[config.mk]
export PLATFORM = sky130hd
export DESIGN_NAME = supply_reset_seq
export DESIGN_NICKNAME = d
export VERILOG_FILES = /design/src/rtl/supply_seq_pkg.sv /design/src/rtl/supply_sync.sv /design/src/rtl/hold_timer.sv /design/src/rtl/supply_reset_seq.sv
export SDC_FILE = /design/constraint.sdc
export NUM_CORES = 1
export LEC_CHECK = 0
export ABC_AREA = 1
export ABC_CLOCK_PERIOD_IN_PS = 1700
export CORE_UTILIZATION = 39
export CTS_BUF_LIST = sky130_fd_sc_hd__clkbuf_4 sky130_fd_sc_hd__clkbuf_8 sky130_fd_sc_hd__clkbuf_16
export CTS_CLUSTER_SIZE = 14
export DETAILED_ROUTE_END_ITERATION = 8
export PLACE_DENSITY = 0.67
export SLEW_MARGIN = 25
export SYNTH_ARGS = -nofsm -noshare
export SYNTH_HDL_FRONTEND = slang
export SYNTH_SLANG_ARGS = --single-unit
[constraint.sdc]
create_clock -name clk -period 1.7 [get_ports clk]
set_clock_uncertainty 0.2 [all_clocks]
set_input_delay 0.17 -clock clk [delete_from_list [all_inputs] [get_ports clk]]
set_output_delay 0.17 -clock clk [all_outputs]
set_load 0.05 [all_outputs]
[src/rtl/supply_seq_pkg.sv]
package supply_seq_pkg;
  typedef enum logic {
    PH_HOLD = 1'b0,
    PH_RUN  = 1'b1
  } phase_e;
endpackage

[src/rtl/supply_sync.sv]
module supply_sync #(
  parameter int STAGES = 2
) (
  input  logic clk,
  input  logic rst_n,
  input  logic din,
  output logic dout
);
  logic [STAGES-1:0] chain_q;
  logic [STAGES-1:0] chain_d;

  always_comb begin
    chain_d = {chain_q[STAGES-2:0], din};
  end

  always_ff @(posedge clk or negedge rst_n) begin
    if (!rst_n) chain_q <= '0;
    else        chain_q <= chain_d;
  end

  assign dout = chain_q[STAGES-1];
endmodule

[src/rtl/hold_timer.sv]
module hold_timer #(
  parameter int HOLD_TICKS = 200
) (
  input  logic clk,
  input  logic rst_n,
  input  logic clear,
  input  logic count_en,
  output logic done
);
  localparam int CW = (HOLD_TICKS < 2) ? 1 : $clog2(HOLD_TICKS);
  localparam logic [CW-1:0] LAST = CW'(HOLD_TICKS - 1);

  logic [CW-1:0] cnt_q;
  logic [CW-1:0] cnt_d;
  logic          cnt_we;

  assign done = count_en && !clear && (cnt_q == LAST);

  always_comb begin
    cnt_we = 1'b0;
    cnt_d  = cnt_q;
    if (clear) begin
      cnt_we = 1'b1;
      cnt_d  = '0;
    end else if (count_en) begin
      cnt_we = 1'b1;
      cnt_d  = (cnt_q == LAST) ? '0 : cnt_q + 1'b1;
    end
  end

  always_ff @(posedge clk or negedge rst_n) begin
    if (!rst_n)      cnt_q <= '0;
    else if (cnt_we) cnt_q <= cnt_d;
  end

  assert_cnt_bound_R8: assert property (@(posedge clk) disable iff (!rst_n)
    32'(cnt_q) < HOLD_TICKS);

  assert_clear_zero_R8: assert property (@(posedge clk) disable iff (!rst_n)
    clear |=> (cnt_q == '0));
endmodule

[src/rtl/supply_reset_seq.sv]
module supply_reset_seq
  import supply_seq_pkg::*;
#(
  parameter int HOLD_TICKS  = 200,
  parameter int SYNC_STAGES = 2
) (
  input  logic clk,
  input  logic rst_n,
  input  logic tick_1ms,
  input  logic vcc_ok,
  input  logic wdt_expire,
  output logic reset_n
);
  logic   vcc_s;
  logic   tmr_clear;
  logic   tmr_en;
  logic   tmr_done;
  phase_e phase_q;
  phase_e phase_d;

  supply_sync #(.STAGES(SYNC_STAGES)) u_sync (
    .clk  (clk),
    .rst_n(rst_n),
    .din  (vcc_ok),
    .dout (vcc_s)
  );

  assign tmr_clear = !vcc_s || wdt_expire;
  assign tmr_en    = (phase_q == PH_HOLD) && vcc_s && tick_1ms;

  hold_timer #(.HOLD_TICKS(HOLD_TICKS)) u_timer (
    .clk     (clk),
    .rst_n   (rst_n),
    .clear   (tmr_clear),
    .count_en(tmr_en),
    .done    (tmr_done)
  );

  always_comb begin
    phase_d = phase_q;
    if (tmr_clear)                            phase_d = PH_HOLD;
    else if (phase_q == PH_HOLD && tmr_done)  phase_d = PH_RUN;
  end

  always_ff @(posedge clk or negedge rst_n) begin
    if (!rst_n) phase_q <= PH_HOLD;
    else        phase_q <= phase_d;
  end

  assign reset_n = (phase_q == PH_RUN);

  assert_low_supply_R3: assert property (@(posedge clk) disable iff (!rst_n)
    !vcc_s |=> !reset_n);

  assert_wdt_reset_R6: assert property (@(posedge clk) disable iff (!rst_n)
    wdt_expire |=> !reset_n);

  assert_release_on_tick_R2: assert property (@(posedge clk) disable iff (!rst_n)
    (!reset_n && !(vcc_s && tick_1ms)) |=> !reset_n);
endmodule

# After elaboration in Yosys (flattened, before gate mapping)
# Cells that the tools add are included.
[word_totals] in_bits=5 reg_bits=11 elab_cells=24 out_inout_bits=1
[classes] bitwise_logic=1 eq_ne=1 add_sub_neg=1 n_reduce_logical=11 n_mux=7
[op_table] cell="$mux W8" n=3
[op_table] cell="$add A8 B1 Y8 const B" n=1
[op_table] cell="$eq A8 B8 Y1 const B" n=1
[op_table] cell="$logic_and A1 B1 Y1" n=5
[op_table] cell="$mux W1" n=4
[op_table] cell="$reduce_bool A2 Y1" n=2
[op_table] cell="$logic_not A1 Y1" n=2
[op_table] cell="$reduce_and A2 Y1" n=1
[op_table] cell="$logic_or A1 B1 Y1" n=1
[op_table] cell="$not A1 Y1" n=1

# Longest topological paths before layout
# Gate-level depths: netlist (run 1).
[logic_depth] word_depth=8 ltp_mapped=7 depth_no_buf=7

# Hierarchy
# From an unflattened synthesis (run 1), not the netlist that was laid out.
[unflattened] hier_cells=79 hier_area_um2=611.8
[modules_own_cells] mod="hold_timer" area_per_inst_um2=511.7 cells_each=70 seq_area_each_um2=200.2 n_inst=1
[modules_own_cells] mod="supply_reset_seq" area_per_inst_um2=50.0 cells_each=7 seq_area_each_um2=25.0 n_inst=1
[modules_own_cells] mod="supply_sync" area_per_inst_um2=50.0 cells_each=2 seq_area_each_um2=50.0 n_inst=1

# Least setup slack after synthesis (run 1)
# No wires, ideal clock.
[synth_timing] kind="reg2reg" start="register phase_q, in the netlist reset_n" end="register u_timer.cnt_q[5]" path_buffers=0 arrival_ps=1139 setup_slack_ps=296 required_ps=1435 synth_period_minus_slack_ps=1404 stages_incl_launch_ff=6 setup_ps=65 path_cell_list="dfrtp_1 -> nor2_4 -> nand2_2 -> nor2_4 -> nand3_1 -> nand2_1"
[synth_via] elab_chain_cells=6 word_cells_on_any_way=7 cone_classes="mux (2); bitwise (1); reduce/logical (4)"
[synth_lines] element="from (decl)" line="supply_reset_seq.sv:18" text="phase_e phase_q;"
[synth_lines] element="from (signal assigned)" line="supply_reset_seq.sv:47" text="else phase_q <= phase_d;"
[synth_lines] element="$not A1 Y1 (*)" line="supply_reset_seq.sv:29" text="assign tmr_en = (phase_q == PH_HOLD) && vcc_s && tick_1ms;"
[synth_lines] element="$logic_and A1 B1 Y1 (*) (2 in series)" line="supply_reset_seq.sv:29"
[synth_lines] element="$mux W1" line="hold_timer.sv:25" text="end else if (count_en) begin"
[synth_lines] element="$mux W1" line="hold_timer.sv:22" text="if (clear) begin"
[synth_lines] element="$reduce_and A2 Y1 (no line) (*)"
[synth_lines] element="to (signal assigned)" line="hold_timer.sv:33" text="else if (cnt_we) cnt_q <= cnt_d;"
[synth_lines] element="to (decl)" line="hold_timer.sv:13" text="logic [CW-1:0] cnt_q;"
# Every way passes the cells marked *; elsewhere a longest branch is shown, timed or not.
# A chain may end at the register's enable or synchronous reset.

# Worst setup path in the final report (run 1)
[layout_timing] start="register u_timer.cnt_q[0]" end="register u_timer.cnt_q[5]"
[layout_via] elab_chain_cells=4 word_cells_on_any_way=5 cone_classes="add/sub (1); eq/ne (1); mux (3)"
[layout_lines] element="$add A8 B1 Y8 / $eq A8 B8 Y1 (equally long branches)" line="hold_timer.sv:27" text="cnt_d = (cnt_q == LAST) ? '0 : cnt_q + 1'b1;"
[layout_lines] element="$mux W8 (*)" line="hold_timer.sv:27"
[layout_lines] element="$mux W8 (*)" line="hold_timer.sv:25"
[layout_lines] element="$mux W8 (*)" line="hold_timer.sv:22"
# Every way passes the cells marked *; elsewhere a longest branch is shown, timed or not. The select of a mux whose other input is x is not followed.

==> qor.txt, run 1 <==
Post-CTS Setup Repair Bufs -> 0
GR peak layer -> met2
Status -> completed
Share of power burned in registers -> 53.9%
Vias in the first global route -> 409
N_diodes -> 0
Met2 GRT Util -> 24.6%
Dpl cell area -> 643 sq um
Layout cell share with drive strength beyond 1 -> 13.1%
Max Cap Viol -> 0
CTS tree -> yes
RSZ-0062 raised after global routing -> false
Data arrival, critical path -> 1430 ps
WP data required -> 1710 ps
Critical path launch point type -> flop
Dpl ws -> 168 ps
Crit path time final -> 1420 ps
Avg WL per Cell -> 10.6 microns
Total routed wirelength -> 1050 microns
Initial Util -> 43.2%
IO Count -> 6
Switch Pwr -> 0.112 mW
ANT nets after route -> 0
Rows -> 13
GR Util met1 -> 20.8%
GRT Total Usage -> 17.3%
Clk_lat worst skew -> 270 ps
Area leader, netlist -> dfrtp_1
Global route overflow -> 0
Initial DRC Count -> 8
DP HPWL -> 758 microns
Max transition margin -> 68.0%
Gpl congestion -> 0.833
Critical Setup Path Class -> reg2reg
CP max stage cell -> dfrtp_1
Initial antenna violation count -> 0
Max stage delay on crit path -> 400 ps
Slew Limit Fails -> 0
Sw Share -> 22.5%
#FFs+latches synth -> 11
IO buf count -> 5
Cell mode on critical path -> nand3_1
H-tree depth -> 1
Syn Std Cell Area -> 577 sq um
Final period util -> 83.6%
Crit path max fanout -> 7
Final hold slack -> 22.2 ps
Chip Height -> 40.5 microns
Pre-Repair DR Iteration Count -> 4
# resized after CTS -> 0
Top post-synthesis cells by area -> dfrtp_1 48%, nand2_1 16%, nand3_1 7.8%, inv_1 5.9%, nor2_4 3.9%
Post-synth cell types -> 15
Largest net degree at the start of global routing -> 12
Seq/Total Area, Yosys -> 47.7%
First-pass GRT wire length -> 1730 microns
Die width -> 40.5 microns
Most frequent cells in the layout -> 25 x nand2_1, 11 x dfrtp_1, 9 x inv_1, 9 x nand3_1, 5 x nor2_1
Root Buffer -> clkbuf_4
Internal Power -> 0.386 mW
Clock slew at reported path FFs -> 70 ps
Yosys top cell area share -> 47.7%
Final Net Count -> 91
Syn avg cell area -> 7.69 sq um
Residual DRC -> 0
Clock Tree Buf Depth -> 2
Syn nets -> 81
Worst hold path class -> in2async
Peak Freq -> 704 MHz
TritonCTS Buffers -> 3
Worst vdd ir -> 0.000391 V
WP buf/inv -> 0
Setup ws final -> 279 ps
Die Area -> 1640 sq um
Commonest non-fill, non-tap cell in the layout -> nand2_1
GRT met3 Usage -> 6.67%
Crit path max-delay family -> simple AND/OR/NAND/NOR gates
Worst Tran Pin Value -> 478 ps
Via/cell ratio -> 4.69
Leak -> 0.325 nW
CP Cell Sequence -> ha_1, nand3_1, nor2_1, nor2_4, nand3_1, nand2_1
Worst setup EP type -> flop
Via count -> 464
Num Clock Sinks -> 11
Final setup vio count -> 0
P per Cell Area -> 739 nW/um^2
Synth Warn # -> 0
Area Growth Syn to Fin -> 16.7%
Setup TNS Final -> 0 ps
Logic pwr share -> 6.2%
Finished Cell Area -> 673 sq um
Cells after Synth -> 75
Final core occ -> 50.5%
Clock power share -> 39.9%
Final hold vios -> 0
CORE AREA -> 1330 sq um
Hold buffer count at cts -> 0
per-layer routing:
layer / vias to the layer above / share of wire [%]
li1: 253 / -
met1: 200 / 51
met2: 9 / 43
met3: 2 / 4.7
met4: 0 / 1.1
met5: - / 0
synthesized netlist by cell type (all sizes together):
master  instances
o31ai           2
ha              1
nand2          27
xor2            1
o21ai           5
nor2            8
clkinv          1
inv            10
nand3           9
dfrtp          11
registers in the layout (all words and copies together) (netlist names):
name,count
reset_n,1
u_sync.chain_q,2
u_timer.cnt_q,8
cells by family after synthesis:
logic type      Yosys count  synth area share, %
compound gates            7                 6.94
xor+xnor                  1                 1.52
fa+ha+maj                 1                 2.17
buf+inv                  11                 7.16
flops                    11                 47.7
simple gates             44                 34.5
stage by stage:
step	power [mW]	cells
after floorplan	0.287	75
after global placement	0.305	95
after detailed placement	0.305	95
after CTS	0.504	99
after global routing	0.524	99
final	0.498	99
power groups by stage:
stage	clock network [mW]	registers [mW]	logic [mW]
floorplan	0	0.273	0.0140
global route	0.220	0.269	0.0349
global placement	0	0.273	0.0312
finish	0.199	0.268	0.0307
CTS	0.204	0.268	0.0318
detailed placement	0	0.274	0.0316
area by class of cell:
cell class	instances	area, sq um
Fill cell	130	661
Multi-Input combinational cell	53	260
Tap cell	15	18.8
Inverter	11	41.3
Clock buffer	4	30.0
Timing Repair Buffer	5	47.5
Sequential cell	11	275
final timing paths:
path | startpoint | endpoint | slack, ps | cells past startpoint
max reg2reg | u_timer.cnt_q[0] | u_timer.cnt_q[5] | 280 | 6
max | u_timer.cnt_q[0] | u_timer.cnt_q[5] | 280 | 6
min | rst_n | u_sync.chain_q[1] | 20 | 1
min in group clk | vcc_ok | u_sync.chain_q[0] | 130 | 1
max in group asynchronous | rst_n | u_timer.cnt_q[5] | 950 | 1
min reg2reg | u_sync.chain_q[0] | u_sync.chain_q[1] | 150 | 0
worst reg2reg max path, cell delays in order (launching register included):
cell     delay [ps]
dfrtp_1         400
ha_1            240
nand3_1         110
nor2_1           80
nor2_4          170
nand3_1         100
nand2_1          70
Note: power is estimated with default switching activity, not from simulation.
==> inputs of run 2 (changes only) <==
--- a/config.mk
+++ b/config.mk
@@ -6,12 +6,12 @@
 export NUM_CORES = 1
 export LEC_CHECK = 0
 export ABC_AREA = 1
-export ABC_CLOCK_PERIOD_IN_PS = 1700
+export ABC_CLOCK_PERIOD_IN_PS = 1300
 export CORE_UTILIZATION = 39
 export CTS_BUF_LIST = sky130_fd_sc_hd__clkbuf_4 sky130_fd_sc_hd__clkbuf_8 sky130_fd_sc_hd__clkbuf_16
 export CTS_CLUSTER_SIZE = 14
 export DETAILED_ROUTE_END_ITERATION = 8
-export PLACE_DENSITY = 0.67
+export PLACE_DENSITY = 0.7
 export SLEW_MARGIN = 25
 export SYNTH_ARGS = -nofsm -noshare
 export SYNTH_HDL_FRONTEND = slang
==> constraint.sdc (replaced) <==
create_clock -name clk -period 1.3 [get_ports clk]
set_clock_uncertainty 0.2 [all_clocks]
set_input_delay 0.13 -clock clk [delete_from_list [all_inputs] [get_ports clk]]
set_output_delay 0.13 -clock clk [all_outputs]
set_load 0.05 [all_outputs]
==> run 2 against run 1 <==
Compared with the run above:
- the run now ends with setup timing left
- die area did not move
- sequential share of layout area fell by 7.6 points
- first-iteration DRC count rose by 88%
- critical endpoint is now u_timer.cnt_q[0]
- highest routed layer unchanged
==> qor.txt, run 2 (same netlist as run 1, synthesis figures left out) <==
Status -> finished, violations left
Failing checks -> setup timing
Design Power -> 0.669 mW
Initial Util -> 43.2%
Met2 WL -> 632 microns
Clk_lat worst skew -> 280 ps
Largest net degree at the start of global routing -> 12
IO Count -> 6
Clock Tree Buf Depth -> 2
First-pass GRT wire length -> 1900 microns
Final setup vio count -> 2
N_diodes -> 0
Worst Setup EP -> u_timer.cnt_q[0]
Cell mode on critical path -> nor2_4
Initial DRC Count -> 15
Worst R2R End -> u_timer.cnt_q[0]
Vias in the first global route -> 478
Switch Pwr -> 0.154 mW
DR WL met3 -> 40 microns
CORE AREA -> 1330 sq um
Total routed wirelength -> 1290 microns
Gpl congestion -> 0.825
RSZ-0062 raised after global routing -> true
Global route overflow -> 0
Num Clock Sinks -> 11
Via/cell ratio -> 4.83
Initial antenna violation count -> 0
Critical path launch point type -> flop
Die width -> 40.5 microns
Most frequent cells in the layout -> 25 x nand2_1, 10 x buf_4, 10 x dfrtp_1
Commonest non-fill, non-tap cell in the layout -> nand2_1
Final period util -> 100%
Via count -> 536
Fin cells -> 111
Setup ws final -> -5.31 ps
DRT met1 WL -> 598 microns
Crit path launch -> u_timer.cnt_q[1]
WP data required -> 1290 ps
GRT Total Usage -> 18.0%
Sw Share -> 23.0%
Crit path time final -> 1310 ps
P per Cell Area -> 805 nW/um^2
Clock power share -> 39.2%
Worst hold path class -> in2reg
Die Area -> 1640 sq um
Share of power burned in registers -> 52.6%
TritonCTS Buffers -> 3
Worst setup EP type -> flop
Largest reg by FF count -> u_timer.cnt_q
CP max stage cell -> dfrtp_1
Internal Power -> 0.514 mW
Slew Limit Fails -> 0
Chip Height -> 40.5 microns
Area Growth Syn to Fin -> 44.0%
Final Net Count -> 103
Setup slack, reg-to-reg -> -5 ps
Leak -> 0.382 nW
Root Buffer -> clkbuf_4
Worst vdd ir -> 0.000637 V
Worst r2r src -> u_timer.cnt_q[1]
Top sig layer -> met4
Data arrival, critical path -> 1300 ps
Clock slew at reported path FFs -> 60 ps
Rows -> 13
H-tree depth -> 1
Peak Freq -> 766 MHz
CP Cell Sequence -> ha_4, nand3_4, nor2_4, nor2_4, nand2_1, o21ai_1
Logic pwr share -> 8.1%
Layout cell share with drive strength beyond 1 -> 32.3%
Crit path max fanout -> 7
Worst path depth -> 6
Worst Tran Pin Value -> 227 ps
Crit path max-delay family -> flip-flops
Max Cap Viol -> 0
Max reg flops -> 8
Final core occ -> 62.3%
Placed cell count -> 106
Critical Setup Path Class -> reg2reg
WP buf/inv -> 0
Pre-Repair DR Iteration Count -> 4
DP HPWL -> 926 microns
R2R cell count -> 6
CTS tree -> yes
Dpl ws -> -187 ps
Max stage delay on crit path -> 410 ps
Residual DRC -> 0
ANT nets after route -> 0
Final hold vios -> 0
Max transition margin -> 84.8%
Avg WL per Cell -> 11.6 microns
IO buf count -> 5
run 2: worst min path at each step:
stage | from | endpoint | depth (start not counted)
after detailed placement | u_sync.chain_q[0] | u_sync.chain_q[1] | 0
after floorplan | rst_n | reset_n | 0
after global routing | vcc_ok | u_sync.chain_q[0] | 1
after CTS | vcc_ok | u_sync.chain_q[0] | 1
final | vcc_ok | u_sync.chain_q[0] | 1
after global placement | u_sync.chain_q[0] | u_sync.chain_q[1] | 0
run 2: what timing repair did:
| action | in CTS | in global routing |
|---|---|---|
| resized for setup | 9 | 5 |
| buffers inserted | 0 | 0 |
| endpoints found under the setup margin | 9 | 9 |
| pin swaps | 5 | 4 |
| endpoints found under the hold margin | 11 | 0 |
| hold buffers | 1 | 0 |
run 2: through the flow:
| stage | TNS (ps) | hold slack [ps] | area, sq um |
|---|---|---|---|
| 4_1_cts | -247 | 104 | 811 |
| 5_1_grt | -536 | 115 | 831 |
| 3_5_place_dp | -1320 | 163 | 739 |
| 6_report | -10.5 | 102 | 831 |
| 2_1_floorplan | 0 | -366 | 578 |
| 3_3_place_gp | -1230 | 132 | 739 |
run 2: layout make-up:
cell class                      instances  area, sq um
Clock buffer                            4         30.0
Fill cell                             118          503
Inverter                               11         41.3
Multi-Input combinational cell         53          308
Sequential cell                        11          277
Tap cell                               15         18.8
Timing Repair Buffer                   17          156
run 2: per-layer routing:
metal,vias to the layer above,global-route usage (%)
li1,277,-
met1,247,20.3
met2,10,32.5
met3,2,3.33
met4,0,7.50
met5,-,0
run 2: power by group through the flow:
stage	clock, mW	combinational, mW	sequential, mW
after floorplan	0	0.0183	0.357
after global placement	0	0.0488	0.357
after detailed placement	0	0.0499	0.358
after CTS	0.261	0.0532	0.351
after global routing	0.269	0.0606	0.352
final	0.262	0.0545	0.352
